--- config.mk ---
export PLATFORM = sky130hd
export DESIGN_NAME = alu32_core
export DESIGN_NICKNAME = d
export VERILOG_FILES = /design/src/rtl/alu32_pkg.sv /design/src/rtl/alu32_addsub.sv /design/src/rtl/alu32_slt.sv /design/src/rtl/alu32_logic.sv /design/src/rtl/alu32_core.sv
export SDC_FILE = /design/constraint.sdc
export NUM_CORES = 1
export LEC_CHECK = 0
export BUFFER_PORTS_ARGS = -buffer_cell sky130_fd_sc_hd__buf_2
export CAP_MARGIN = 5
export CORE_MARGIN = 2
export CORE_UTILIZATION = 50
export DETAILED_ROUTE_END_ITERATION = 12
export GPL_TIMING_DRIVEN = 1
export PLACE_DENSITY = 0.72
export SYNTH_ARGS = -nofsm -noshare
export SYNTH_HDL_FRONTEND = slang
export SYNTH_HIERARCHICAL = 1
export SYNTH_SLANG_ARGS = --single-unit
--- constraint.sdc ---
create_clock -name vclk -period 4.7
set_clock_uncertainty 0.2 [all_clocks]
set_input_delay 0 -clock vclk [all_inputs]
set_output_delay 0 -clock vclk [all_outputs]
set_load 0.01 [all_outputs]
--- src/rtl/alu32_pkg.sv ---
package alu32_pkg;

    localparam int unsigned OP_W   = 5;
    localparam int unsigned CODE_W = 4;

    typedef enum logic [CODE_W-1:0] {
        OP_ADD  = 4'd0,
        OP_SUB  = 4'd1,
        OP_SLT  = 4'd2,
        OP_NOT  = 4'd3,
        OP_AND  = 4'd4,
        OP_OR   = 4'd5,
        OP_NOR  = 4'd6,
        OP_XOR  = 4'd7,
        OP_XNOR = 4'd8
    } alu_op_e;

    localparam logic [OP_W-1:0] LAST_CODE = 5'd8;

    typedef struct packed {
        logic valid;
        logic arith;
        logic sub;
        logic slt;
    } op_class_t;

    function automatic op_class_t classify(input logic [OP_W-1:0] sel);
        op_class_t c;
        c.valid = (sel <= LAST_CODE);
        c.arith = c.valid && (sel[CODE_W-1:0] == OP_ADD || sel[CODE_W-1:0] == OP_SUB);
        c.sub   = c.valid && (sel[CODE_W-1:0] == OP_SUB);
        c.slt   = c.valid && (sel[CODE_W-1:0] == OP_SLT);
        return c;
    endfunction

endpackage

--- src/rtl/alu32_addsub.sv ---
module alu32_addsub #(
    parameter int unsigned WIDTH = 32
) (
    input  logic [WIDTH-1:0] a,
    input  logic [WIDTH-1:0] b,
    input  logic             sub,
    output logic [WIDTH-1:0] sum,
    output logic             cout,
    output logic             ovf
);
    localparam int unsigned MSB = WIDTH - 1;

    logic [WIDTH-1:0] b_eff_d;
    logic [WIDTH:0]   wide_d;

    always_comb begin
        b_eff_d = sub ? ~b : b;
        wide_d  = {1'b0, a} + {1'b0, b_eff_d} + {{WIDTH{1'b0}}, sub};
        sum     = wide_d[WIDTH-1:0];
        cout    = wide_d[WIDTH];
        ovf     = (a[MSB] == b_eff_d[MSB]) && (wide_d[MSB] != a[MSB]);
    end

    always_comb begin
        if (sub && (a == b)) begin
            AST_SUB_EQUAL: assert (cout && (sum == '0));
        end
        if (!sub && ovf) begin
            AST_ADD_OVF_SIGNS: assert ((a[MSB] == b[MSB]) && (sum[MSB] != a[MSB]));
        end
        if (sub && ovf) begin
            AST_SUB_OVF_SIGNS: assert ((a[MSB] != b[MSB]) && (sum[MSB] != a[MSB]));
        end
    end

endmodule

--- src/rtl/alu32_slt.sv ---
module alu32_slt #(
    parameter int unsigned WIDTH = 32
) (
    input  logic [WIDTH-1:0] a,
    input  logic [WIDTH-1:0] b,
    output logic             lt
);
    localparam int unsigned MSB = WIDTH - 1;

    always_comb begin
        unique case ({a[MSB], b[MSB]})
            2'b10:   lt = 1'b1;
            2'b01:   lt = 1'b0;
            default: lt = (a[MSB-1:0] < b[MSB-1:0]);
        endcase
    end

    always_comb begin
        if (a[MSB] != b[MSB]) begin
            AST_SLT_SIGN_SPLIT: assert (lt == a[MSB]);
        end
        if (a == b) begin
            AST_SLT_EQUAL: assert (!lt);
        end
    end

endmodule

--- src/rtl/alu32_logic.sv ---
module alu32_logic #(
    parameter int unsigned WIDTH = 32
) (
    input  logic [WIDTH-1:0]          a,
    input  logic [WIDTH-1:0]          b,
    input  alu32_pkg::alu_op_e        op,
    output logic [WIDTH-1:0]          y
);
    import alu32_pkg::*;

    always_comb begin
        unique case (op)
            OP_NOT:  y = ~a;
            OP_AND:  y = a & b;
            OP_OR:   y = a | b;
            OP_NOR:  y = ~(a | b);
            OP_XOR:  y = a ^ b;
            OP_XNOR: y = ~(a ^ b);
            default: y = '0;
        endcase
    end

    always_comb begin
        if (op == OP_NOR) begin
            AST_NOR_DISJOINT: assert ((y & (a | b)) == '0);
        end
        if (op == OP_XNOR) begin
            AST_XNOR_AGREE: assert ((y & (a ^ b)) == '0);
        end
    end

endmodule

--- src/rtl/alu32_core.sv ---
module alu32_core #(
    parameter int unsigned WIDTH = 32
) (
    input  logic [WIDTH-1:0]              opa,
    input  logic [WIDTH-1:0]              opb,
    input  logic [alu32_pkg::OP_W-1:0]    op_sel,
    output logic [WIDTH-1:0]              result,
    output logic                          carry,
    output logic                          ovf,
    output logic                          zero
);
    import alu32_pkg::*;

    op_class_t        cls_d;
    alu_op_e          code_d;
    logic [WIDTH-1:0] sum_d;
    logic             cout_d;
    logic             ovf_d;
    logic             lt_d;
    logic [WIDTH-1:0] bit_d;

    always_comb begin
        cls_d  = classify(op_sel);
        code_d = alu_op_e'(op_sel[CODE_W-1:0]);
    end

    alu32_addsub #(.WIDTH(WIDTH)) u_addsub (
        .a    (opa),
        .b    (opb),
        .sub  (cls_d.sub),
        .sum  (sum_d),
        .cout (cout_d),
        .ovf  (ovf_d)
    );

    alu32_slt #(.WIDTH(WIDTH)) u_slt (
        .a  (opa),
        .b  (opb),
        .lt (lt_d)
    );

    alu32_logic #(.WIDTH(WIDTH)) u_logic (
        .a  (opa),
        .b  (opb),
        .op (code_d),
        .y  (bit_d)
    );

    always_comb begin
        if (!cls_d.valid) begin
            result = '0;
        end else if (cls_d.arith) begin
            result = sum_d;
        end else if (cls_d.slt) begin
            result = {{(WIDTH-1){1'b0}}, lt_d};
        end else begin
            result = bit_d;
        end
        carry = cls_d.arith & cout_d;
        ovf   = cls_d.arith & ovf_d;
        zero  = (result == '0);
    end

    always_comb begin
        if (op_sel > LAST_CODE) begin
            AST_UNDEF_ZERO: assert ((result == '0) && zero);
        end
        if (op_sel > 5'd1) begin
            AST_FLAGS_QUIET: assert (!carry && !ovf);
        end
        if (op_sel == 5'd2) begin
            AST_SLT_RANGE: assert (result[WIDTH-1:1] == '0);
        end
    end

endmodule

# Word-level counts from Yosys, hierarchy flattened
# Cells that the tools add are included.
word_totals:
  reg_bits: 0
  out_inout_bits: 35
  elab_cells: 38
classes:
  n_addsub: 2
  order_cmp: 2
  eq_ne: 12
  mux: 6
  bitwise: 9
  n_reduce_logical: 7
op_table:
  columns: ["cell", "n"]
  rows:
  - ["32-bit case mux with 6 select lines", 1]
  - ["32-bit two-way mux", 4]
  - ["32-bit NOT", 4]
  - ["32-bit by 32-bit adder with 33-bit output", 1]
  - ["33-bit by 1-bit adder with 33-bit output", 1]
  - ["32-bit bitwise AND", 1]
  - ["32-bit logical NOT", 1]
  - ["32-bit OR", 1]
  - ["32-bit XOR", 1]
  - ["31-bit less-than comparator", 1]
  - ["4-bit by 3-bit equality test with 1-bit output, second input constant", 4]
  - ["4-bit by 2-bit equality test with 1-bit output, second input constant", 2]
  - ["5-bit by 4-bit less-or-equal comparator with 1-bit output, second input constant", 1]
  - ["4-bit by 1-bit equality test with 1-bit output, second input constant", 1]
  - ["4-bit equality test, second input constant", 1]
  - ["1-bit logical AND", 4]
  - ["4-bit logical NOT", 1]
  - ["1-bit bitwise AND", 2]
  - ["2-bit by 1-bit equality test with 1-bit output, second input constant", 1]
  - ["2-bit equality test, second input constant", 1]
  - ["1-bit case mux with 2 select lines", 1]
  - ["1-bit equality test", 1]
  - ["1-bit logical OR", 1]
  - ["1-bit inequality test", 1]

# Depth between registers and ports, before layout
# Gate-level depths: netlist of run 1.
depth:
  depth_word: 8
  ltp_mapped: 20
  ltp_nobuf: 17

# Cells and area by module
# Netlist of run 1, hierarchy kept.
by_module_without_submodules:
  columns: ["mod", "instances", "cells_per_inst", "area_per_inst_um2", "seq_area_each_um2"]
  rows:
  - ["alu32_logic", 1, 320, 2538.7, 0.0]
  - ["alu32_addsub", 1, 307, 2194.6, 0.0]
  - ["alu32_core", 1, 152, 949.7, 0.0]
  - ["alu32_slt", 1, 112, 805.8, 0.0]

# Worst setup path before layout of run 1
# OpenSTA, ideal clock, no wires.
synth_path:
  path_kind: "input port to output port"
  start: "input port op_sel[4] (netlist bit)"
  end: "output port zero"
  arrival_time_ns: 4.291
  required_time_ns: 4.500
  slack_ns: 0.209
  stages: 19
  path_buffers: 3
  path_cell_list: "buf_2 -> nor2_2 -> and3_1 -> clkbuf_1 -> buf_1 -> xor2_1 -> ha_1 -> and2b_1 -> o2111ai_2 -> a21oi_2 -> o21ai_0 -> o211ai_1 -> o31ai_1 -> xnor2_1 -> a221oi_1 -> o2111ai_1 -> a211o_1 -> a2111o_1 -> nor4_2"
synth_rtl:
  columns: ["element", "line", "rtl"]
  rows:
  - ["start, declared", "alu32_core.sv:6", "input logic [alu32_pkg::OP_W-1:0] op_sel,"]
  - ["end, declared", "alu32_core.sv:10", "output logic zero"]

==> results of run 1 <==
[cells in the final DEF (no fill, tap or decap), types with 31 or more instances in the layout]
master     netlist  final
ha_1           126    126
inv_1          106    106
buf_2           12    104
a21oi_1         65     65
o211ai_1        65     65
nand2_1         41     41
xor2_1          38     37
nor2_1          37     35
o21ai_0         34     33
mux2_2          33     33
a2bb2oi_1       32     32
or2_0           31     31
[area by class of cell]
cell class | count | area (um^2) | share of cell area, %
multi-input combinational | 734 | 5888 | 81.11
timing repair buffer | 134 | 758.2 | 10.44
inverter | 106 | 397.9 | 5.481
tap | 172 | 215.2 | 2.964
[worst max-delay path, delay by kind of cell]
kind	cells	cell delay, ns
buffers and inverters	3	0.49
and+or+nand+nor	7	1.55
xor gates and xnor gates	1	0.10
AOI/OAI and AO/OA	6	1.64
adders and majority gates	1	0.41
[path summary, 6_finish.rpt]
check	startpoint	end	slack (ns)	cells after the start
min	op_sel[4]	result[23]	0.39	4
max	op_sel[4]	zero	0.28	18
[metal layers]
| metal | routed length, um | part of all wire, % | GRT usage, % |
|---|---|---|---|
| met1 | 9583 | 43 | 41.29 |
| met2 | 10140 | 45 | 52.51 |
| met3 | 1598 | 7.1 | 2.471 |
| met4 | 1097 | 4.9 | 12.42 |
| met5 | 0 | 0 | 0 |
[power breakdown]
group          internal, mW  total [mW]  leakage [nW]  switching [mW]
Combinational         0.338       0.847          3.59           0.509
Sequential                0           0             0               0
Clock                     0           0             0               0
[repair_timing]
item	in CTS	in global routing
setup endpoints to repair	0	1
resized for setup	0	6
buffers inserted	0	1
[cell families after synthesis]
family          after synthesis  share of synthesized area, %
fa+ha+maj                   127                         24.60
xor+xnor                     57                         7.694
compound gates              311                         34.48
mux                          35                         6.093
buf+inv                     157                         9.892
simple gates                204                         17.24
[per-stage QoR]
stage / power, mW / utilization [%]
after detailed placement: 0.8186 / 57.01
after global placement: 0.8131 / 57.01
after CTS: 0.8225 / 57.01
after global routing: 0.9253 / 57.29
final: 0.8470 / 57.29
after floorplan: 0.5586 / -
==> results.py, run 1 <==
metrics = {
    "cells_and_area": {
        "antenna_cells": 0,
        "seq_cell_count": 0,
        "synthToLayoutAreaGrowth_pct": 11.88,
        "stdcell_count": 1146,
        "final_nets": 1172,
        "clock_buffers": 0,
        "regArea_um2": 0,
        "fillers": 1297,
        "fin_area_um2": 7259,
        "drive_gt1_share_pct": 20.23,
    },
    "detailed_routing": {
        "vias": 7156,
        "drc_errors": 0,
        "finalWirelength_um": 22420,
        "wl_per_cell_um": 19.56,
        "post_drt_via_cell_ratio": 6.244,
        "ant_nets": 0,
        "drt-pass1-iter-count": 6,
        "drtIter0Drc": 645,
    },
    "min_path": {
        "hold_path.class": "in2out",
    },
    "power_and_ir_drop": {
        "vdd.ir_drop.worst_mv": 0.07141,
        "leakagePower_nw": 3.595,
        "p_per_area_nw_per_um2": 116.7,
    },
    "critical_path": {
        "cpPeakStageDelay_ns": 0.47,
        "start_kind": "input port",
        "path_max_fanout": 26,
        "worstPathCellList": "buf_2, nor2_2, and3_4, buf_12, xor2_1, ha_1, nand2_1, o221ai_1, a21oi_2, o31ai_2, a41o_1, nand4_1, and3_1, nor4_1, a21oi_1, a2111o_1, nor4_4, buf_2",
        "critPathCaptureType": "primary output",
        "critPathRequiredTime_ns": 4.50,
        "cp.arrival_ns": 4.22,
        "worst_path_max_delay_cell": "nor4_1",
        "cp_common_cell": "buf_2",
        "crit_type": "in2out",
    },
    "placement": {
        "placed_cell_area_um2": 7223,
        "dp.cells": 1145,
        "dp_hpwl_um": 17910,
        "port_buffers": 104,
        "finalWeightedCongestion": 1.056,
        "pre_cts_ws_ns": 0.2379,
    },
    "global_routing": {
        "grt_pass1_vias": 6797,
        "grt_overflow": 0,
        "grt_usage_pct": 31.26,
        "grt_max_degree": 49,
        "antenna_found_initial": 0,
        "grt_first_pass_wirelength_um": 36000,
    },
    "die": {
        "io_pins": 104,
        "die_x_um": 117.9,
        "die_h_um": 117.9,
        "num_rows": 41,
        "start_util_pct": 51.21,
        "die_area_um2": 13910,
        "core_area_um2": 12670,
    },
    "sta": {
        "fin_setup_tns_ns": 0,
        "whs_ns": 0.3913,
        "relSlewSlack_pct": 48.66,
        "setup_viol": 0,
        "post-route-min-period_ns": 4.424,
        "slew_violations": 0,
        "timing.final.ws_setup_ns": 0.2764,
        "tightest_slew_ns": 0.7679,
        "period_share_pct": 94.12,
        "rsz0062_at_grt": "false",
        "fmax_mhz": 226.1,
        "finalHoldViolations": 0,
    },
    "yosys": {
        "syn_nets": 1087,
        "syn_inst": 891,
        "synth_area_um2": 6489,
        "synth_top_area_share_pct": 24.30,
        "synthTopCellsByCount": "ha_1, inv_1, a21oi_1, o211ai_1, nand2_1",
        "yosys-top-cells-area": "ha_1, o211ai_1, inv_1",
        "synth.most_common_cell": "ha_1",
        "ys_warn_count": 6,
        "synth.distinct_cells": 74,
        "seq_area_frac_synth_pct": 0,
        "avgSynthCellArea_um2": 7.283,
        "synth_top_area_cell": "ha_1",
    },
    "flow_run": {
        "max_cap_viol_count": 0,
    },
    "cts": {
        "hold_buffers": 0,
    },
    "run_status": {
        "outcome": "finished, final reports clean",
    },
}
Note: power is estimated with default switching activity, not from simulation.
==> run 2, diff against run 1 <==
Settings changed: CORE_MARGIN 2 to default, CORE_UTILIZATION 50 to 45, PLACE_DENSITY 0.72 to 0.66.
==> run 2 against run 1 <==
- power grew 1.6%
- global-route usage shrank 0.86 points
- worst setup slack lost 0.037 ns
- highest routed layer unchanged
- first-iteration DRC count shrank 13%
- critical path depth grew 3
- critical path type unchanged
- largest cell class unchanged
- sequential share of layout area is the same
- combinational power grew 2%
- fmax shrank 0.83%
- largest power group unchanged
- via count shrank 1.6%
- flip-flop and latch count is the same
==> results.py, run 2 (synthesis results as in run 1) <==
metrics = {
    "power_and_ir_drop": {
        "leakagePower_nw": 3.612,
        "p_total_uw": 860.2,
        "vdd.ir_drop.worst_mv": 0.07598,
        "p_per_area_nw_per_um2": 117.6,
    },
    "die": {
        "die_h_um": 122.1,
        "die_x_um": 122.1,
        "io_pins": 104,
        "die_area_um2": 14900,
        "num_rows": 43,
        "start_util_pct": 46.39,
        "core_area_um2": 13990,
    },
    "sta": {
        "fin_setup_tns_ns": 0,
        "timing.final.ws_setup_ns": 0.2396,
        "relSlewSlack_pct": 43.55,
        "rsz0062_at_grt": "false",
        "post-route-min-period_ns": 4.460,
        "period_share_pct": 94.90,
        "setup_viol": 0,
        "tightest_slew_ns": 0.8458,
        "finalHoldViolations": 0,
        "slew_violations": 0,
        "fmax_mhz": 224.2,
    },
    "critical_path": {
        "cp.arrival_ns": 4.26,
        "startpoint": "op_sel[2]",
        "path_max_fanout": 13,
        "start_kind": "input port",
        "critPathRequiredTime_ns": 4.50,
        "worstSetupEndpoint": "zero",
        "crit_type": "in2out",
        "critPathCaptureType": "primary output",
    },
    "global_routing": {
        "grt_overflow": 0,
        "grt_max_degree": 49,
        "grt_first_pass_wirelength_um": 35440,
        "grt_pass1_vias": 6450,
        "grt.busiest_layer": "met2",
        "antenna_found_initial": 0,
        "grt_usage_pct": 30.40,
        "grt_util_met2_pct": 51.94,
        "use_met3_pct": 1.498,
        "use_met1_pct": 39.60,
    },
    "cells_and_area": {
        "mostFrequentLayoutCells": "ha_1, inv_1, buf_2",
        "fillers": 1453,
        "antenna_cells": 0,
        "fin_area_um2": 7316,
        "drive_gt1_share_pct": 20.80,
        "clock_buffers": 0,
        "regArea_um2": 0,
        "mostFrequentLayoutCell": "ha_1",
        "seq_cell_count": 0,
        "synthToLayoutAreaGrowth_pct": 12.75,
        "final_nets": 1174,
    },
    "placement": {
        "port_buffers": 104,
        "pre_cts_ws_ns": 0.1597,
        "placed_cell_area_um2": 7241,
        "finalWeightedCongestion": 0.9634,
        "dp_hpwl_um": 18410,
    },
    "detailed_routing": {
        "drc_errors": 0,
        "ant_nets": 0,
        "vias": 7043,
        "post_drt_via_cell_ratio": 6.093,
        "drtIter0Drc": 563,
        "finalWirelength_um": 23200,
        "wl_per_cell_um": 20.07,
        "drt-pass1-iter-count": 5,
    },
    "min_path": {
        "hold_path.class": "in2out",
    },
    "run_status": {
        "outcome": "finished, final reports clean",
    },
    "cts": {
        "hold_buffers": 0,
    },
    "flow_run": {
        "max_cap_viol_count": 0,
    },
}
run 2: layer usage:
metal | up-vias | routed length (um)
met2 | 266 | 10850
met4 | 0 | 1008
met3 | 45 | 1216
li1 | 3428 | -
met1 | 3304 | 10130
met5 | - | 0
run 2: worst min-delay path by stage:
stage               depth (start not counted)  slack (ns)      start        end
floorplan                                   3        0.02     opb[0]  result[0]
global placement                            4        0.34  op_sel[4]  result[3]
detailed placement                          4        0.35  op_sel[4]  result[3]
CTS                                         4        0.35  op_sel[4]  result[3]
global route                                4        0.39  op_sel[4]  result[3]
finish                                      4        0.35  op_sel[4]  result[3]
run 2: layout make-up:
cell class,instances,area [um^2],area share (%)
repair buffers,136,794.5,10.86
well taps,180,225.2,3.079
inverters,106,397.9,5.439
multi-input cells,734,5898,80.62
run 2: power breakdown:
group	total [mW]	internal (mW)	switching, mW
clock	0	0	0
sequential	0	0	0
combinational	0.860	0.340	0.520
run 2: stage by stage:
step | hold WS [ns] | instances | util (%)
after CTS | 0.3463 | 1154 | 51.76
after detailed placement | 0.3473 | 1154 | 51.76
after global placement | 0.3420 | 1154 | 51.76
final | 0.3452 | 1156 | 52.30
after global routing | 0.3860 | 1156 | 52.30
after floorplan | 0.01769 | 891 | -
run 2: timing repair:
action                     4_1_cts  5_1_grt
buffers inserted                 0        1
gates resized for setup          0       11
setup endpoints to repair        0        1
run 2: critical path: stages:
cell and delay [ns]:
buf_2 0.13, nor2_1 0.15, and3_4 0.25, buf_12 0.18, xor2_2 0.16, inv_1 0.07, fa_1 0.42, and2b_1 0.24
o2111ai_2 0.13, a21oi_2 0.18, o21ai_0 0.14, o211ai_1 0.19, buf_4 0.15, o31ai_2 0.06, xnor2_1 0.17, a221oi_1 0.32
o2111ai_1 0.16, a211o_1 0.31, a2111o_1 0.43, nor4_2 0.23, buf_2 0.17
==> run 3, diff against run 2 <==
Settings changed: ABC_AREA from default to 1, PLACE_DENSITY 0.66 to default.
==> run 3 against run 2 <==
- area after synthesis is 17% higher
- highest routed layer unchanged
- critical path depth is 5 higher
- critical path type unchanged
- core utilization is 3.4 points lower
- sequential share of layout area stayed put
- combinational power is 4.4% higher
- cell area is 11% higher
- first-iteration DRC count is 17% higher
- worst setup slack better by 0.58 ns
- non-clock buffer count is 24 lower
- power is 4.4% higher
==> results.py, run 3 <==
metrics = {
    "cts": {
        "hold_buffers": 0,
        "post-cts-setup-buffers": 0,
        "cts_resized": 0,
    },
    "detailed_routing": {
        "drt-pass1-iter-count": 5,
        "ant_nets": 0,
        "post_drt_via_cell_ratio": 4.905,
        "finalWirelength_um": 24350,
        "wl_per_cell_um": 14.13,
        "vias": 8451,
        "drc_errors": 0,
        "drtIter0Drc": 656,
    },
    "yosys": {
        "synth.distinct_cells": 36,
        "synth_top_area_share_pct": 25.69,
        "seq_area_frac_synth_pct": 0,
        "syn_inst": 1435,
        "synth.most_common_cell": "nand2_1",
        "syn_nets": 1631,
        "synth_area_um2": 7582,
        "yosys-top-cells-area": "nand2_1, ha_1, inv_1",
        "synthTopCellsByCount": "nand2_1, inv_1, ha_1",
        "synth_top_area_cell": "nand2_1",
        "avgSynthCellArea_um2": 5.284,
        "ys_warn_count": 6,
    },
    "die": {
        "core_area_um2": 16520,
        "die_area_um2": 17370,
        "die_h_um": 131.8,
        "io_pins": 104,
        "die_x_um": 131.8,
        "start_util_pct": 45.88,
        "num_rows": 47,
    },
    "cells_and_area": {
        "synthToLayoutAreaGrowth_pct": 6.650,
        "final_nets": 1701,
        "clock_buffers": 0,
        "mostFrequentLayoutCells": "nand2_1, inv_1, ha_1",
        "antenna_cells": 0,
        "mostFrequentLayoutCell": "nand2_1",
        "regArea_um2": 0,
        "seq_cell_count": 0,
        "multiInputGateArea_um2": 5984,
        "fillers": 1893,
        "drive_gt1_share_pct": 11.58,
    },
    "placement": {
        "finalWeightedCongestion": 0.9973,
        "port_buffers": 104,
        "pre_cts_ws_ns": 0.9052,
        "dp_hpwl_um": 18780,
    },
    "min_path": {
        "hold_path.class": "in2out",
    },
    "power_and_ir_drop": {
        "p_per_area_nw_per_um2": 111.1,
        "vdd.ir_drop.worst_mv": 0.06964,
        "leakagePower_nw": 5.732,
    },
    "sta": {
        "fin_setup_tns_ns": 0,
        "rsz0062_at_grt": "false",
        "slew_violations": 0,
        "fmax_mhz": 257.5,
        "post-route-min-period_ns": 3.884,
        "timing.final.ws_setup_ns": 0.8160,
        "finalHoldViolations": 0,
        "period_share_pct": 82.64,
        "tightest_slew_ns": 0.9243,
        "setup_viol": 0,
        "relSlewSlack_pct": 38.16,
    },
    "global_routing": {
        "grt_usage_pct": 27.32,
        "grt_max_degree": 39,
        "grt_overflow": 0,
        "grt_pass1_vias": 7439,
        "grt_first_pass_wirelength_um": 38630,
        "antenna_found_initial": 0,
    },
    "critical_path": {
        "cp.arrival_ns": 3.68,
        "crit_type": "in2out",
        "path_max_fanout": 32,
        "critPathRequiredTime_ns": 4.50,
        "critPathCaptureType": "primary output",
        "start_kind": "input port",
    },
    "run_status": {
        "outcome": "finished, final reports clean",
    },
    "flow_run": {
        "max_cap_viol_count": 0,
    },
}
run 3: per-stage QoR:
stage               instance area, um^2  hold WS [ns]  cells  power (mW)  util [%]
floorplan                          7582      0.007460   1435      0.6391         -
finish                             8087        0.3152   1723      0.8983     48.94
global placement                   8087        0.3206   1723      0.8815     48.94
global route                       8087        0.3624   1723       1.012     48.94
detailed placement                 8087        0.3103   1723      0.8855     48.94
CTS                                8087        0.3198   1723      0.8891     48.94
run 3: worst paths after layout:
path | slack (ns) | cells after the start | to | startpoint
max | 0.82 | 26 | zero | op_sel[3]
min | 0.32 | 6 | ovf | opa[31]
run 3: cell families (layout without fill, tap and decap cells):
| kind of cell | count (synthesis) | after routing | share of synthesized area, % |
|---|---|---|---|
| buffers and inverters | 376 | 444 | 21.20 |
| adders and majority gates | 127 | 127 | 21.06 |
| AOI/OAI and AO/OA | 78 | 78 | 5.776 |
| and+or+nand+nor | 802 | 802 | 45.86 |
| xor gates and xnor gates | 52 | 52 | 6.106 |
run 3: layout make-up:
cell class / count / share of cell area [%]
inverter: 332 / 15.41
multi-input combinational: 1059 / 74.01
tap: 220 / 3.404
timing repair buffer: 112 / 7.179
run 3: worst max-delay path, stage by stage:
cell and delay [ns]:
buf_2 0.16, nor2_2 0.14, nand2_1 0.11, nor2_4 0.08, buf_4 0.46, xor2_1 0.14
ha_1 0.40, a21oi_1 0.25, o21ai_0 0.15, a21oi_1 0.28, nor2_1 0.11, nor2_1 0.15
nand2_1 0.07, nand2_1 0.06, nand2_1 0.04, nand3b_1 0.14, nand2_1 0.08, inv_1 0.04
nand2_2 0.07, nand2_1 0.05, inv_1 0.05, nand2_1 0.08, nor2_1 0.11, nand2_1 0.07
nor2_1 0.19, buf_2 0.17
run 3: where the power goes:
part / switching, mW / total, mW / leakage, nW / internal (mW)
clock: 0 / 0 / 0 / 0
sequential: 0 / 0 / 0 / 0
combinational: 0.571 / 0.898 / 5.73 / 0.327
run 3: routing by layer:
| layer | global-route usage [%] | part of all wire, % |
|---|---|---|
| met2 | 45.74 | 45 |
| met3 | 1.346 | 5.9 |
| met1 | 39.66 | 49 |
| met5 | 0 | 0 |
| met4 | 2.713 | 0.67 |
